==> src/rtl/hd_spi_pkg.sv <==
package hd_spi_pkg;

  localparam int BYTE_W = 8;
  localparam int LANE_W = 4;

  typedef enum logic [1:0] {
    ST_IDLE  = 2'd0,
    ST_WRITE = 2'd1,
    ST_TURN  = 2'd2,
    ST_READ  = 2'd3
  } spi_state_e;

  // lines enabled for a lane-mode code
  function automatic logic [LANE_W-1:0] lane_mask(input logic [1:0] m);
    case (m)
      2'd0:    lane_mask = 4'b0001;
      2'd1:    lane_mask = 4'b0011;
      default: lane_mask = 4'b1111;
    endcase
  endfunction

  // SCLK cycles per byte
  function automatic logic [3:0] beats_of(input logic [1:0] m);
    case (m)
      2'd0:    beats_of = 4'd8;
      2'd1:    beats_of = 4'd4;
      default: beats_of = 4'd2;
    endcase
  endfunction

  // top bits of the shift register placed on the low lines, msb on highest line
  function automatic logic [LANE_W-1:0] out_group(input logic [BYTE_W-1:0] sh,
                                                  input logic [1:0] m);
    case (m)
      2'd0:    out_group = {3'b000, sh[7]};
      2'd1:    out_group = {2'b00, sh[7:6]};
      default: out_group = sh[7:4];
    endcase
  endfunction

  function automatic logic [BYTE_W-1:0] shift_out(input logic [BYTE_W-1:0] sh,
                                                  input logic [1:0] m);
    case (m)
      2'd0:    shift_out = {sh[6:0], 1'b0};
      2'd1:    shift_out = {sh[5:0], 2'b00};
      default: shift_out = {sh[3:0], 4'b0000};
    endcase
  endfunction

  function automatic logic [BYTE_W-1:0] merge_in(input logic [BYTE_W-1:0] sh,
                                                 input logic [LANE_W-1:0] io,
                                                 input logic [1:0] m);
    case (m)
      2'd0:    merge_in = {sh[6:0], io[0]};
      2'd1:    merge_in = {sh[5:0], io[1:0]};
      default: merge_in = {sh[3:0], io[3:0]};
    endcase
  endfunction

endpackage

==> src/rtl/hd_spi_sclk_gen.sv <==
module hd_spi_sclk_gen #(
  parameter int HALF_DIV = 4
) (
  input  logic clk,
  input  logic rst_n,
  input  logic run,
  output logic sclk,
  output logic rise_ev,
  output logic fall_ev
);
  localparam int CW = (HALF_DIV > 1) ? $clog2(HALF_DIV) : 1;
  localparam logic [CW-1:0] RELOAD = CW'(HALF_DIV - 1);

  logic [CW-1:0] cnt;
  logic          sclk_q;
  logic          tick;

  assign tick    = run && (cnt == '0);
  assign rise_ev = tick && !sclk_q;
  assign fall_ev = tick && sclk_q;
  assign sclk    = sclk_q;

  always_ff @(posedge clk or negedge rst_n) begin
    if (!rst_n) begin
      cnt    <= RELOAD;
      sclk_q <= 1'b0;
    end else if (!run) begin
      cnt    <= RELOAD;
      sclk_q <= 1'b0;
    end else if (tick) begin
      cnt    <= RELOAD;
      sclk_q <= ~sclk_q;
    end else begin
      cnt    <= cnt - 1'b1;
    end
  end
endmodule

==> src/rtl/hd_spi_shifter.sv <==
module hd_spi_shifter
  import hd_spi_pkg::*;
(
  input  logic              clk,
  input  logic              rst_n,
  input  logic [1:0]        mode,
  input  logic              load,
  input  logic [BYTE_W-1:0] load_byte,
  input  logic              shift_tx,
  input  logic              samp,
  input  logic [LANE_W-1:0] io_in,
  output logic [LANE_W-1:0] tx_group,
  output logic [BYTE_W-1:0] rx_byte
);
  logic [BYTE_W-1:0] tx_sh;
  logic [BYTE_W-1:0] rx_sh;

  assign tx_group = out_group(tx_sh, mode);
  assign rx_byte  = rx_sh;

  always_ff @(posedge clk or negedge rst_n) begin
    if (!rst_n) begin
      tx_sh <= '0;
      rx_sh <= '0;
    end else begin
      if (load)          tx_sh <= load_byte;
      else if (shift_tx) tx_sh <= shift_out(tx_sh, mode);
      if (samp)          rx_sh <= merge_in(rx_sh, io_in, mode);
    end
  end
endmodule

==> src/rtl/hd_spi_master.sv <==
module hd_spi_master
  import hd_spi_pkg::*;
#(
  parameter int CNT_W    = 8,
  parameter int HALF_DIV = 4
) (
  input  logic              clk,
  input  logic              rst_n,
  input  logic              start,
  input  logic [1:0]        lane_mode,
  input  logic [CNT_W-1:0]  wr_count,
  input  logic [CNT_W-1:0]  rd_count,
  input  logic [BYTE_W-1:0] tx_data,
  output logic              tx_take,
  output logic [BYTE_W-1:0] rx_data,
  output logic              rx_valid,
  output logic              cs_n,
  output logic              sclk,
  output logic [LANE_W-1:0] io_out,
  output logic [LANE_W-1:0] io_oe,
  input  logic [LANE_W-1:0] io_in
);
  spi_state_e        st;
  logic [1:0]        mode_q;
  logic [CNT_W-1:0]  wr_left;
  logic [CNT_W-1:0]  rd_left;
  logic [3:0]        beat_left;
  logic [BYTE_W-1:0] rx_data_q;
  logic              rx_valid_q;

  // named internal events
  logic accept, rise_ev, fall_ev, samp_ev, turn_phase;
  logic wr_byte_end, rd_byte_end, reload, shift_tx;
  logic [LANE_W-1:0] tx_group;
  logic [BYTE_W-1:0] rx_byte;

  assign accept      = (st == ST_IDLE) && start && ((wr_count != '0) || (rd_count != '0));
  assign wr_byte_end = (st == ST_WRITE) && fall_ev && (beat_left == 4'd1);
  assign rd_byte_end = (st == ST_READ) && fall_ev && (beat_left == 4'd1);
  assign reload      = wr_byte_end && (wr_left > CNT_W'(1));
  assign shift_tx    = (st == ST_WRITE) && fall_ev && (beat_left > 4'd1);
  assign samp_ev     = (st == ST_READ) && rise_ev;
  assign turn_phase  = (st == ST_TURN);
  assign tx_take     = (accept && (wr_count != '0)) || reload;

  hd_spi_sclk_gen #(.HALF_DIV(HALF_DIV)) u_clk (
    .clk     (clk),
    .rst_n   (rst_n),
    .run     (st != ST_IDLE),
    .sclk    (sclk),
    .rise_ev (rise_ev),
    .fall_ev (fall_ev)
  );

  hd_spi_shifter u_shift (
    .clk       (clk),
    .rst_n     (rst_n),
    .mode      (mode_q),
    .load      (tx_take),
    .load_byte (tx_data),
    .shift_tx  (shift_tx),
    .samp      (samp_ev),
    .io_in     (io_in),
    .tx_group  (tx_group),
    .rx_byte   (rx_byte)
  );

  always_ff @(posedge clk or negedge rst_n) begin
    if (!rst_n) begin
      st         <= ST_IDLE;
      mode_q     <= 2'd0;
      wr_left    <= '0;
      rd_left    <= '0;
      beat_left  <= 4'd0;
      rx_data_q  <= '0;
      rx_valid_q <= 1'b0;
    end else begin
      rx_valid_q <= rd_byte_end;
      if (rd_byte_end) rx_data_q <= rx_byte;
      case (st)
        ST_IDLE: begin
          if (accept) begin
            mode_q    <= lane_mode;
            wr_left   <= wr_count;
            rd_left   <= rd_count;
            beat_left <= beats_of(lane_mode);
            st        <= (wr_count != '0) ? ST_WRITE : ST_TURN;
          end
        end
        ST_WRITE: begin
          if (shift_tx) begin
            beat_left <= beat_left - 4'd1;
          end else if (wr_byte_end) begin
            if (reload) begin
              wr_left   <= wr_left - 1'b1;
              beat_left <= beats_of(mode_q);
            end else if (rd_left != '0) begin
              st <= ST_TURN;
            end else begin
              st <= ST_IDLE;
            end
          end
        end
        ST_TURN: begin
          if (fall_ev) begin
            st        <= ST_READ;
            beat_left <= beats_of(mode_q);
          end
        end
        ST_READ: begin
          if (fall_ev) begin
            if (beat_left > 4'd1) begin
              beat_left <= beat_left - 4'd1;
            end else begin
              rd_left <= rd_left - 1'b1;
              if (rd_left == CNT_W'(1)) st <= ST_IDLE;
              else beat_left <= beats_of(mode_q);
            end
          end
        end
        default: st <= ST_IDLE;
      endcase
    end
  end

  assign cs_n     = (st == ST_IDLE);
  assign io_oe    = (st == ST_WRITE) ? lane_mask(mode_q) : '0;
  assign io_out   = (st == ST_WRITE) ? tx_group : '0;
  assign rx_data  = rx_data_q;
  assign rx_valid = rx_valid_q;
endmodule

==> config.mk <==
export PLATFORM = sky130hd
export DESIGN_NAME = hd_spi_master
export DESIGN_NICKNAME = d
export VERILOG_FILES = /design/src/rtl/hd_spi_pkg.sv /design/src/rtl/hd_spi_sclk_gen.sv /design/src/rtl/hd_spi_shifter.sv /design/src/rtl/hd_spi_master.sv
export SDC_FILE = /design/constraint.sdc
export NUM_CORES = 1
export LEC_CHECK = 0
export BUFFER_PORTS_ARGS = -buffer_cell sky130_fd_sc_hd__buf_4
export CAP_MARGIN = 20
export CORE_MARGIN = 2
export CORE_UTILIZATION = 45
export DETAILED_ROUTE_END_ITERATION = 6
export HOLD_SLACK_MARGIN = 0.06
export PLACE_DENSITY = 0.66
export SLEW_MARGIN = 20
export SYNTH_ARGS = -nofsm -noshare
export SYNTH_HDL_FRONTEND = slang
export SYNTH_SLANG_ARGS = --single-unit
==> constraint.sdc <==
create_clock -name clk -period 3.1 [get_ports clk]
set_input_delay 0.775 -clock clk [delete_from_list [all_inputs] [get_ports clk]]
set_output_delay 0.775 -clock clk [all_outputs]
set_load 0.005 [all_outputs]
==> out/metrics.cfg <==
[setup_path]
worstPathRequired_ns = 2.32
worstRegToRegCells = 8
worstSetupStartpointType = flip-flop
regToRegEndpoint = u_shift.tx_sh[4]
worstPathArrival_ns = 2.20
crit_fanout = 8
critPathCaptureType = primary output
startpoint = u_clk.cnt[0]
critPathKind = flip-flop to primary output
rrSetupSlack_ns = 0.71
reg2reg_from = u_clk.cnt[0]

[grt]
grtUsageTotal = 0.193
grt_overflow_total = 0
grt_max_degree = 53
grt_pass1_wl_um = 11800
antenna_found_initial = 0
grt_pass1_vias = 2492

[timing]
maxClockFrequency_mhz = 336
worst_clock_skew_ns = 0.00989
period_needed_ns = 2.97
setup_violations = 0
finalHoldViolations = 0
rsz0062_at_grt = false
max_slew_margin = 0.470
slew_viol_final = 0
final.setup.tns_ns = 0
period_share = 0.959
worst_slew_pin_slew_ns = 0.794
whs_ns = 0.479

[power_and_ir_drop]
p_comb_frac = 0.407
leakage_nw = 1.67
p_per_area_nw_per_um2 = 805
pwr-share-seq = 0.457
peakVddDrop_mv = 0.321
p_total_mw = 2.94
p_sw_mw = 1.20
p_int_mw = 1.74
switching_share = 0.408
clockPowerShare = 0.135

[drt]
vias = 2699
wl_um = 7060
remaining_drc_errors = 0
detail-route-antenna-nets = 0
viasPerCell = 5.75
drt_pass1_iterations = 4
wl_per_cell_um = 15.0
drt-initial-drc-count = 168

[clock_network]
postCtsSetupBuffers = 0
cts_root_buffer = clkbuf_8
ctsResizeCount = 0
cts.sinks = 52
path_clk_slew_ns = 0.10
clockBufferDepth = 2
cts_tree = done
htreeDepth = 2
clk_latency_ns = 0.31
cts_made_buffers = 5
cts_hold_buf = 0

[floorplan]
start_util = 0.460
die_w_um = 87.1
floorplan.rows = 30
die_y_um = 87.1
die_area_um2 = 7590
core_area_um2 = 6760
io_pins = 53

[synthesis]
ys_types = 56
async_reset_ff_frac = 1.00
ys_ff_latch = 52
syn_inst = 340
syn_area_um2 = 3110
synth_warnings = 0
seq_area_frac_synth = 0.419
syn_nets = 381
synth_edf_count = 0
avgSynthCellArea_um2 = 9.14
synth_ff_type = dfrtp_1

[finish]
fin_area_um2 = 3660
layout.nets = 429
layout-drive-gt1-share = 0.239
post-route-util = 0.541
final_cell_mix = 61 x buf_4, 50 x dfrtp_1, 40 x nor2_1
diodes = 0
final_common_cell = buf_4
synthToLayoutAreaGrowth_pct = 17.6

[placed_design]
dpl.hpwl_um = 5090
numPortBuffers = 52
place_area_um2 = 3560
gp_congestion = 0.868

[worst_hold_path]
hold_path.class = input port to async pin

[job]
maxCapViolCount = 0

[run_status]
status = finished, final reports clean

[per-layer routing]
layer / up-vias / GRT usage / routed length [um]
met3: 2 / 0.0332 / 297
met2: 52 / 0.310 / 3360
li1: 1343 / - / -
met5: - / 0 / 0
met1: 1302 / 0.272 / 3370
met4: 0 / 0.0462 / 26
[synth_stat cells, types with 2 or more instances]
cell type / n / area [um^2]
nand3_1: 8 / 40.0
a21oi_1: 30 / 150
a221o_1: 7 / 70.1
or2_2: 2 / 12.5
xnor2_1: 2 / 17.5
mux2i_1: 15 / 150
nand4_1: 2 / 12.5
dfstp_2: 2 / 52.6
nor4_1: 5 / 31.3
o31a_1: 2 / 17.5
buf_2: 5 / 25.0
o211ai_1: 5 / 37.5
nand2_1: 24 / 90.1
o22a_1: 3 / 26.3
ha_1: 8 / 100
mux2_2: 13 / 146
a22oi_1: 3 / 22.5
buf_6: 2 / 22.5
inv_1: 13 / 48.8
dfrtp_1: 50 / 1250
or3_1: 2 / 12.5
clkbuf_1: 11 / 41.3
nor3_1: 9 / 45.0
and3_1: 6 / 37.5
nor3b_1: 3 / 22.5
nor2_1: 40 / 150
a41oi_1: 2 / 17.5
o21ai_0: 32 / 160
a31oi_1: 4 / 25.0
and2_1: 4 / 25.0
[critical path: stages (launching register included)]
cell and delay [ns]:
dfstp_2 0.52, inv_1 0.04, ha_1 0.24, and2_2 0.25
and3_1 0.23, a32o_1 0.29, and2_1 0.19, buf_4 0.14
[sequential cells by signal (all words and copies together) (netlist names)]
signal,cells
u_shift.tx_sh,8
st,2
u_shift.rx_byte,8
rx_data,8
rx_valid,1
rd_left,8
mode_q,2
u_clk.cnt,2
wr_left,8
beat_left,4
u_clk.sclk,1
[cell type report]
class | count | area, um^2
clock buffers | 5 | 68.8
clock inverters | 3 | 21.3
fillers | 657 | 3100
inverters | 13 | 48.8
multi-input cells | 255 | 1660
flip-flops and latches | 52 | 1300
well taps | 80 | 100
repair buffers | 61 | 458
[kinds of logic after synthesis]
family	after synthesis	share of synthesized area
simple gates	113	0.180
compound gates	103	0.215
flops	52	0.419
buf+inv	33	0.0483
mux	29	0.0990
fa+ha+maj	8	0.0322
xor+xnor	2	0.00564
[stage by stage]
stage	worst slack, ns	std cells
2_1_floorplan	0.485	340
5_1_grt	0.0260	469
4_1_cts	0.0911	469
3_5_place_dp	0.243	461
3_3_place_gp	0.277	461
6_report	0.126	469
[power groups by stage]
| stage | logic [mW] | registers [mW] | clock network [mW] |
|---|---|---|---|
| floorplan | 0.990 | 1.21 | 0 |
| global placement | 1.18 | 1.35 | 0 |
| detailed placement | 1.20 | 1.36 | 0 |
| CTS | 1.20 | 1.34 | 0.416 |
| global route | 1.38 | 1.41 | 0.447 |
| finish | 1.20 | 1.35 | 0.398 |
[how the worst max path moves through the flow]
| stage | slack [ns] | end |
|---|---|---|
| after floorplan | 0.49 | tx_take |
| after global placement | 0.28 | tx_take |
| after detailed placement | 0.24 | tx_take |
| after CTS | 0.09 | tx_take |
| after global routing | 0.03 | tx_take |
| final | 0.13 | tx_take |
No activity file was read; power rests on OpenSTA's default activity.
